[config.mk]
export PLATFORM = sky130hd
export DESIGN_NAME = hzq_fifo
export DESIGN_NICKNAME = d
export VERILOG_FILES = /design/src/rtl/hzq_pkg.sv /design/src/rtl/hzq_ctrl.sv /design/src/rtl/hzq_slots.sv /design/src/rtl/hzq_search.sv /design/src/rtl/hzq_fifo.sv
export SDC_FILE = /design/constraint.sdc
export NUM_CORES = 1
export LEC_CHECK = 0
export ABC_AREA = 1
export BUFFER_PORTS_ARGS = -buffer_cell sky130_fd_sc_hd__buf_2
export CAP_MARGIN = 20
export CORE_UTILIZATION = 39
export CTS_BUF_LIST = sky130_fd_sc_hd__clkbuf_4 sky130_fd_sc_hd__clkbuf_8
export DETAILED_ROUTE_END_ITERATION = 12
export HOLD_SLACK_MARGIN = 0.03
export SETUP_SLACK_MARGIN = 0.5
export SYNTH_ARGS = -nofsm -noshare
export SYNTH_HDL_FRONTEND = slang
export SYNTH_SLANG_ARGS = --single-unit
[constraint.sdc]
create_clock -name clk -period 2.2 [get_ports clk]
set_input_delay 0.22 -clock clk [delete_from_list [all_inputs] [get_ports clk]]
set_output_delay 0.22 -clock clk [all_outputs]
set_load 0.02 [all_outputs]
[src/rtl/hzq_pkg.sv]
package hzq_pkg;

    localparam int REG_W = 5;
    localparam int VAL_W = 32;

    typedef enum logic [1:0] {
        K_ADD   = 2'd0,
        K_BRZ   = 2'd1,
        K_LOAD  = 2'd2,
        K_STORE = 2'd3
    } kind_e;

    typedef struct packed {
        kind_e              kind;
        logic [REG_W-1:0]   dest;
        logic [VAL_W-1:0]   a;
        logic [VAL_W-1:0]   b;
    } tmpl_t;

endpackage

[src/rtl/hzq_ctrl.sv]
module hzq_ctrl #(
    parameter int DEPTH = 2,
    localparam int PW = (DEPTH > 1) ? $clog2(DEPTH) : 1,
    localparam int CW = $clog2(DEPTH + 1)
) (
    input  logic             clk,
    input  logic             rst_n,
    input  logic             enq_valid,
    input  logic             deq_req,
    input  logic             flush,
    output logic             enq_ready,
    output logic             do_enq,
    output logic             head_live,
    output logic             mask_head,
    output logic [PW-1:0]    wr_ptr,
    output logic [PW-1:0]    rd_ptr,
    output logic [CW-1:0]    cnt,
    output logic [DEPTH-1:0] vld
);

    typedef struct packed {
        logic [PW-1:0]    wr;
        logic [PW-1:0]    rd;
        logic [CW-1:0]    cnt;
        logic [DEPTH-1:0] vld;
    } st_t;

    st_t st_d, st_q;
    logic empty, full, do_deq;

    function automatic logic [PW-1:0] bump(input logic [PW-1:0] p);
        return (p == PW'(DEPTH - 1)) ? '0 : p + PW'(1);
    endfunction

    always_comb begin
        empty     = (st_q.cnt == '0);
        full      = (st_q.cnt == CW'(DEPTH));
        mask_head = deq_req && !empty;
        do_deq    = mask_head && !flush;
        enq_ready = !full || mask_head;
        do_enq    = enq_valid && enq_ready && !flush;

        st_d = st_q;
        if (flush) begin
            st_d = '0;
        end else begin
            if (do_deq) begin
                st_d.vld[st_q.rd] = 1'b0;
                st_d.rd           = bump(st_q.rd);
            end
            if (do_enq) begin
                st_d.vld[st_q.wr] = 1'b1;
                st_d.wr           = bump(st_q.wr);
            end
            st_d.cnt = st_q.cnt + CW'(do_enq) - CW'(do_deq);
        end
    end

    always_ff @(posedge clk) begin
        if (!rst_n) st_q <= '0;
        else        st_q <= st_d;
    end

    assign head_live = !empty;
    assign wr_ptr    = st_q.wr;
    assign rd_ptr    = st_q.rd;
    assign cnt       = st_q.cnt;
    assign vld       = st_q.vld;

endmodule

[src/rtl/hzq_slots.sv]
module hzq_slots
    import hzq_pkg::*;
#(
    parameter int DEPTH = 2,
    localparam int PW = (DEPTH > 1) ? $clog2(DEPTH) : 1
) (
    input  logic                         clk,
    input  logic                         rst_n,
    input  logic                         we,
    input  logic [PW-1:0]                waddr,
    input  tmpl_t                        wdata,
    input  logic [PW-1:0]                raddr,
    input  logic                         live,
    output tmpl_t                        head_o,
    output kind_e [DEPTH-1:0]            kind_o,
    output logic  [DEPTH-1:0][REG_W-1:0] dest_o
);

    tmpl_t [DEPTH-1:0] mem_d, mem_q;
    tmpl_t             last_d, last_q;

    always_comb begin
        mem_d = mem_q;
        if (we) mem_d[waddr] = wdata;
        last_d = live ? mem_q[raddr] : last_q;
    end

    always_ff @(posedge clk) begin
        if (!rst_n) begin
            mem_q  <= '0;
            last_q <= '0;
        end else begin
            mem_q  <= mem_d;
            last_q <= last_d;
        end
    end

    assign head_o = live ? mem_q[raddr] : last_q;

    for (genvar i = 0; i < DEPTH; i++) begin : g_tag
        assign kind_o[i] = mem_q[i].kind;
        assign dest_o[i] = mem_q[i].dest;
    end

endmodule

[src/rtl/hzq_search.sv]
module hzq_search
    import hzq_pkg::*;
#(
    parameter int DEPTH = 2,
    localparam int PW = (DEPTH > 1) ? $clog2(DEPTH) : 1
) (
    input  kind_e [DEPTH-1:0]            kind_i,
    input  logic  [DEPTH-1:0][REG_W-1:0] dest_i,
    input  logic  [DEPTH-1:0]            vld_i,
    input  logic                         mask_en,
    input  logic  [PW-1:0]               mask_idx,
    input  logic  [REG_W-1:0]            key,
    output logic                         hit
);

    logic [DEPTH-1:0] match_w;

    for (genvar i = 0; i < DEPTH; i++) begin : g_cmp
        logic writes_reg, leaving;
        assign writes_reg = (kind_i[i] == K_ADD) || (kind_i[i] == K_LOAD);
        assign leaving    = mask_en && (mask_idx == PW'(i));
        assign match_w[i] = vld_i[i] && !leaving && writes_reg && (dest_i[i] == key);
    end

    assign hit = |match_w;

endmodule

[src/rtl/hzq_fifo.sv]
module hzq_fifo
    import hzq_pkg::*;
#(
    parameter int DEPTH = 2,
    localparam int PW = (DEPTH > 1) ? $clog2(DEPTH) : 1,
    localparam int CW = $clog2(DEPTH + 1)
) (
    input  logic             clk,
    input  logic             rst_n,
    input  logic             enq_valid,
    input  logic [1:0]       enq_kind,
    input  logic [REG_W-1:0] enq_dest,
    input  logic [VAL_W-1:0] enq_a,
    input  logic [VAL_W-1:0] enq_b,
    output logic             enq_ready,
    input  logic             deq_req,
    output logic             head_valid,
    output logic [1:0]       head_kind,
    output logic [REG_W-1:0] head_dest,
    output logic [VAL_W-1:0] head_a,
    output logic [VAL_W-1:0] head_b,
    input  logic             flush,
    input  logic [REG_W-1:0] probe_reg,
    output logic             probe_hit
);

    logic                         do_enq_w, mask_w;
    logic [PW-1:0]                wr_w, rd_w;
    logic [CW-1:0]                cnt_w;
    logic [DEPTH-1:0]             vld_w;
    tmpl_t                        in_w, head_w;
    kind_e [DEPTH-1:0]            kinds_w;
    logic  [DEPTH-1:0][REG_W-1:0] dests_w;

    assign in_w = '{kind: kind_e'(enq_kind), dest: enq_dest, a: enq_a, b: enq_b};

    hzq_ctrl #(.DEPTH(DEPTH)) u_ctrl (
        .clk       (clk),
        .rst_n     (rst_n),
        .enq_valid (enq_valid),
        .deq_req   (deq_req),
        .flush     (flush),
        .enq_ready (enq_ready),
        .do_enq    (do_enq_w),
        .head_live (head_valid),
        .mask_head (mask_w),
        .wr_ptr    (wr_w),
        .rd_ptr    (rd_w),
        .cnt       (cnt_w),
        .vld       (vld_w)
    );

    hzq_slots #(.DEPTH(DEPTH)) u_slots (
        .clk    (clk),
        .rst_n  (rst_n),
        .we     (do_enq_w),
        .waddr  (wr_w),
        .wdata  (in_w),
        .raddr  (rd_w),
        .live   (head_valid),
        .head_o (head_w),
        .kind_o (kinds_w),
        .dest_o (dests_w)
    );

    hzq_search #(.DEPTH(DEPTH)) u_search (
        .kind_i   (kinds_w),
        .dest_i   (dests_w),
        .vld_i    (vld_w),
        .mask_en  (mask_w),
        .mask_idx (rd_w),
        .key      (probe_reg),
        .hit      (probe_hit)
    );

    assign head_kind = head_w.kind;
    assign head_dest = head_w.dest;
    assign head_a    = head_w.a;
    assign head_b    = head_w.b;

endmodule

==> flow_summary_export.csv <==
group,metric,value,unit
global_routing,use_met3,0.0410,
place,gp_congestion,0.752,
layout,flow.area_growth_from_synthesis,39.4,%
synthesis,synth_largest_type_area_fraction,0.452,
place,port-buffer-count,154,
layout,layout.filler_cells,2378,
min_path,timing.hold.worst.start,"deq_req",
pwr,finalPower,0.00908,W
setup_path,crit_path_start_kind,"register",
floorplanning,floorplan.rows,57,
drt,drtAntennaViolNets,0,
global_routing,grt_pass1_vias,9045,
cts,cts_htree_levels,2,
drt,drt-initial-drc-count,540,
sta,setup_violations,0,
sta,setup_ws,0.230,ns
setup_path,crit-reg2reg-capture,"u_slots.last_q[26]$_SDFF_PN0_",
sta,finalHoldViolCount,0,
pwr,internal_power,0.00679,W
synthesis,syn_area_per_cell,6.61,sq um
sta,timing.final.max_slew_violations,0,
drt,totalWireLength,29.9,mm
setup_path,r2r-start,"u_ctrl.rd_ptr$_SDFFE_PP0N_",
cts,cts_tree,"yes",
pwr,power.share.switching,0.252,
run,timing.max_cap.violations,0,
floorplanning,core,0.0243,sq mm
setup_path,crit_path_cell_trace,"buf_6 > buf_16 > o211ai_1 > nand2_1 > buf_2",
pwr,combinationalPowerShare,0.115,
floorplanning,initial_utilization,0.398,
floorplanning,dieWidth,160,um
sta,final_period_minus_worst_setup_slack,1.97,ns
layout,fin_nets,1813,
synthesis,yosys-top-cells-area,"sky130_fd_sc_hd__dfxtp_1 45%, sky130_fd_sc_hd__nand2_1 18%, sky130_fd_sc_hd__nor2_1 11%",
cts,clock_latency,0.53,ns
layout,layout-drive-gt1-share,0.199,
setup_path,worstPathMaxFanout,14,
setup_path,rr_worst_depth,12,
global_routing,grt_overflow,0,
setup_path,timing.critical_path.arrival,1.75,ns
drt,viasPerCell,4.71,
global_routing,gr-max-usage-layer,"met2",
drt,detail_route.drc_violations,0,
sta,slew_at_the_pin_with_the_worst_max_slew_slack,0.449,ns
global_routing,grt_max_degree,93,
min_path,holdCritPathClass,"in2reg",
synthesis,yosys.area.top_type,"sky130_fd_sc_hd__dfxtp_1",
global_routing,gr-usage-met2,0.391,
sta,layout_worst_path_cycle_share,0.896,
synthesis,synth_cells,1465,
synthesis,synthDistinctLibCells,23,
drt,route.detailed.wl_per_inst,14.4,um
global_routing,globalRouteTotalUtil,0.226,
cts,cts_sink_count,219,
place,placed_cells_incl_taps,1869,
setup_path,cp_data_required_time,1.98,ns
floorplanning,die_area,0.0255,sq mm
global_routing,grtUsageMet1,0.290,
setup_path,reg2reg_slack,0.35,ns
synthesis,synthesis.nets,1548,
floorplanning,top_level_ports,155,
synthesis,syn_area,0.00969,sq mm
setup_path,slowest_stage,"sky130_fd_sc_hd__dfxtp_4",
min_path,worst_hold_path.num_cells,4,
place,dp_slack,0.483,ns
sta,clock_skew,0.0160,ns
outcome,result_of_the_run,"finished clean",
sta,timing.slew.headroom,0.701,
pwr,power_per_cell_area,672,mW/mm^2
synthesis,synth-seq-cells,219,
synthesis,yosysWarnings,0,
place,detailedPlacementHpwl,15.0,mm
cts,clk_root_buffer_cell,"sky130_fd_sc_hd__clkbuf_8",
pwr,pwr-share-clk,0.426,
pwr,p_leak,6.85,nW
cts,cts_buffer_depth,3,
sta,setup_repair_after_global_routing_missed_its_margin,"true",
sta,timing.fmax,508,MHz
cts,cts_made_buffers,40,
sta,whs,0.107,ns
min_path,min_to,"u_ctrl.vld[1]$_SDFF_PP0_",
setup_path,path_class,"reg2out",
setup_path,crit_path_max_incr_delay,0.37,ns
cts,cts.reportedPaths.clkPinSlew,0.05,ns
global_routing,grt_pass1_wl,46.3,mm
drt,drt_pre_antenna_iters,5,
pwr,vdd_ir_drop_max,466,uV
global_routing,grt_antenna_before_repair,2,
layout,layout_commonest_cell,"sky130_fd_sc_hd__nand2_1",
drt,vias,9801,
sta,summed_negative_setup_slack_over_all_endpoints,0,ns
pwr,sequentialPowerShare,0.459,
layout,count_of_placed_standard_cells_in_the_final_layout_fillers_left_out,2079,
layout,layout_common_cells,"444 x sky130_fd_sc_hd__nand2_1, 289 x sky130_fd_sc_hd__nor2_1, 216 x sky130_fd_sc_hd__dfxtp_1, 154 x sky130_fd_sc_hd__inv_1, 119 x sky130_fd_sc_hd__buf_2",
setup_path,worstSetupEndpointType,"primary output",
pwr,switchingPower,0.00229,W
floorplanning,chipHeight,160,um
synthesis,seq_area_frac_synth,0.452,
## kinds of logic after synthesis
family | Yosys count | synth area share
buffers and inverters | 251 | 0.109
DFF | 219 | 0.452
adders and majority gates | 2 | 0.00258
xor gates and xnor gates | 1 | 0.000904
and+or+nand+nor | 842 | 0.340
AOI/OAI and AO/OA | 150 | 0.0950
## metal layers
metal  share of wire  wire, um  vias to the layer above
met5               0         0                        -
met4           0.021       622                        0
met3           0.047      1400                       55
met2            0.47     14100                      220
met1            0.46     13800                     4471
li1                -         -                     5055
## power groups by stage
stage / combinational, W / sequential [W] / clock, W
6_report: 0.00104 / 0.00417 / 0.00387
4_1_cts: 0.000983 / 0.00416 / 0.00397
3_5_place_dp: 0.000787 / 0.00425 / 0
2_1_floorplan: 0.000530 / 0.00424 / 0
3_3_place_gp: 0.000781 / 0.00425 / 0
5_1_grt: 0.00115 / 0.00418 / 0.00415
## through the flow
| stage | area (sq um) | util |
|---|---|---|
| 2_1_floorplan | 9700 | - |
| 3_3_place_gp | 10700 | 0.440 |
| 3_5_place_dp | 10700 | 0.440 |
| 4_1_cts | 13100 | 0.538 |
| 5_1_grt | 13500 | 0.555 |
| 6_report | 13500 | 0.555 |
## how the worst max path moves through the flow
| stage | slack (ns) | startpoint | to |
|---|---|---|---|
| floorplan | 0.50 | u_ctrl.cnt[1]$_SDFF_PP0_ | u_ctrl.cnt[1]$_SDFF_PP0_ |
| global placement | 0.50 | deq_req | u_slots.mem_q[18]$_SDFFE_PN0P_ |
| detailed placement | 0.48 | deq_req | u_slots.mem_q[15]$_SDFFE_PN0P_ |
| CTS | 0.21 | u_ctrl.rd_ptr$_SDFFE_PP0N_ | head_dest[2] |
| global route | 0.15 | u_ctrl.rd_ptr$_SDFFE_PP0N_ | head_a[19] |
| finish | 0.23 | u_ctrl.rd_ptr$_SDFFE_PP0N_ | head_a[20] |
## synthesized netlist by cell type
| library cell | number |
|---|---|
| sky130_fd_sc_hd__nand2_1 | 467 |
| sky130_fd_sc_hd__nor2_1 | 291 |
| sky130_fd_sc_hd__dfxtp_1 | 219 |
| sky130_fd_sc_hd__inv_1 | 156 |
| sky130_fd_sc_hd__a21oi_1 | 79 |
| sky130_fd_sc_hd__nand3_1 | 73 |
| sky130_fd_sc_hd__o211ai_1 | 68 |
| sky130_fd_sc_hd__clkbuf_1 | 42 |
| sky130_fd_sc_hd__buf_2 | 27 |
| sky130_fd_sc_hd__buf_1 | 9 |
| sky130_fd_sc_hd__buf_4 | 8 |
| sky130_fd_sc_hd__buf_6 | 7 |
| sky130_fd_sc_hd__nand4_1 | 5 |
| sky130_fd_sc_hd__o21ai_0 | 3 |
| sky130_fd_sc_hd__ha_1 | 2 |
| sky130_fd_sc_hd__inv_2 | 2 |
| sky130_fd_sc_hd__nand2_4 | 1 |
| sky130_fd_sc_hd__nand3_2 | 1 |
| sky130_fd_sc_hd__nand3b_1 | 1 |
| sky130_fd_sc_hd__nor2_2 | 1 |
| sky130_fd_sc_hd__nor2_4 | 1 |
| sky130_fd_sc_hd__nor3_1 | 1 |
| sky130_fd_sc_hd__xnor2_1 | 1 |
## critical path: cells and delay by family, from the launching register on
kind / cells / cell delay [ns]
DFF: 1 / 0.37
AOI/OAI and AO/OA: 1 / 0.25
and+or+nand+nor: 1 / 0.10
buffers and inverters: 3 / 0.50
## flip-flops by register name (all words and copies together) (netlist names)
name            count
u_ctrl.cnt          2
u_ctrl.rd_ptr       1
u_slots.kind_o      4
u_ctrl.vld          2
u_ctrl.wr_ptr       1
u_slots.last_q     71
u_slots.dest_o     10
u_slots.mem_q     128
## what timing repair did
item	CTS	global route
gates resized for setup	93	45
endpoints found under the hold margin	143	0
setup endpoints to repair	73	102
cloned	10	9
pin swaps	93	25
buffers inserted	41	10
hold buffers	73	0
## cell type report
cell class | instances | area [sq um] | area share
Antenna cell | 2 | 5.00 | 0.000370
Sequential cell | 219 | 4400 | 0.325
Clock buffer | 64 | 787 | 0.0583
Multi-Input combinational cell | 997 | 4420 | 0.327
Clock inverter | 1 | 5.00 | 0.000370
Timing Repair Buffer | 314 | 2880 | 0.213
Tap cell | 324 | 405 | 0.0300
Inverter | 158 | 608 | 0.0450
Note: power is estimated with default switching activity, not from simulation.
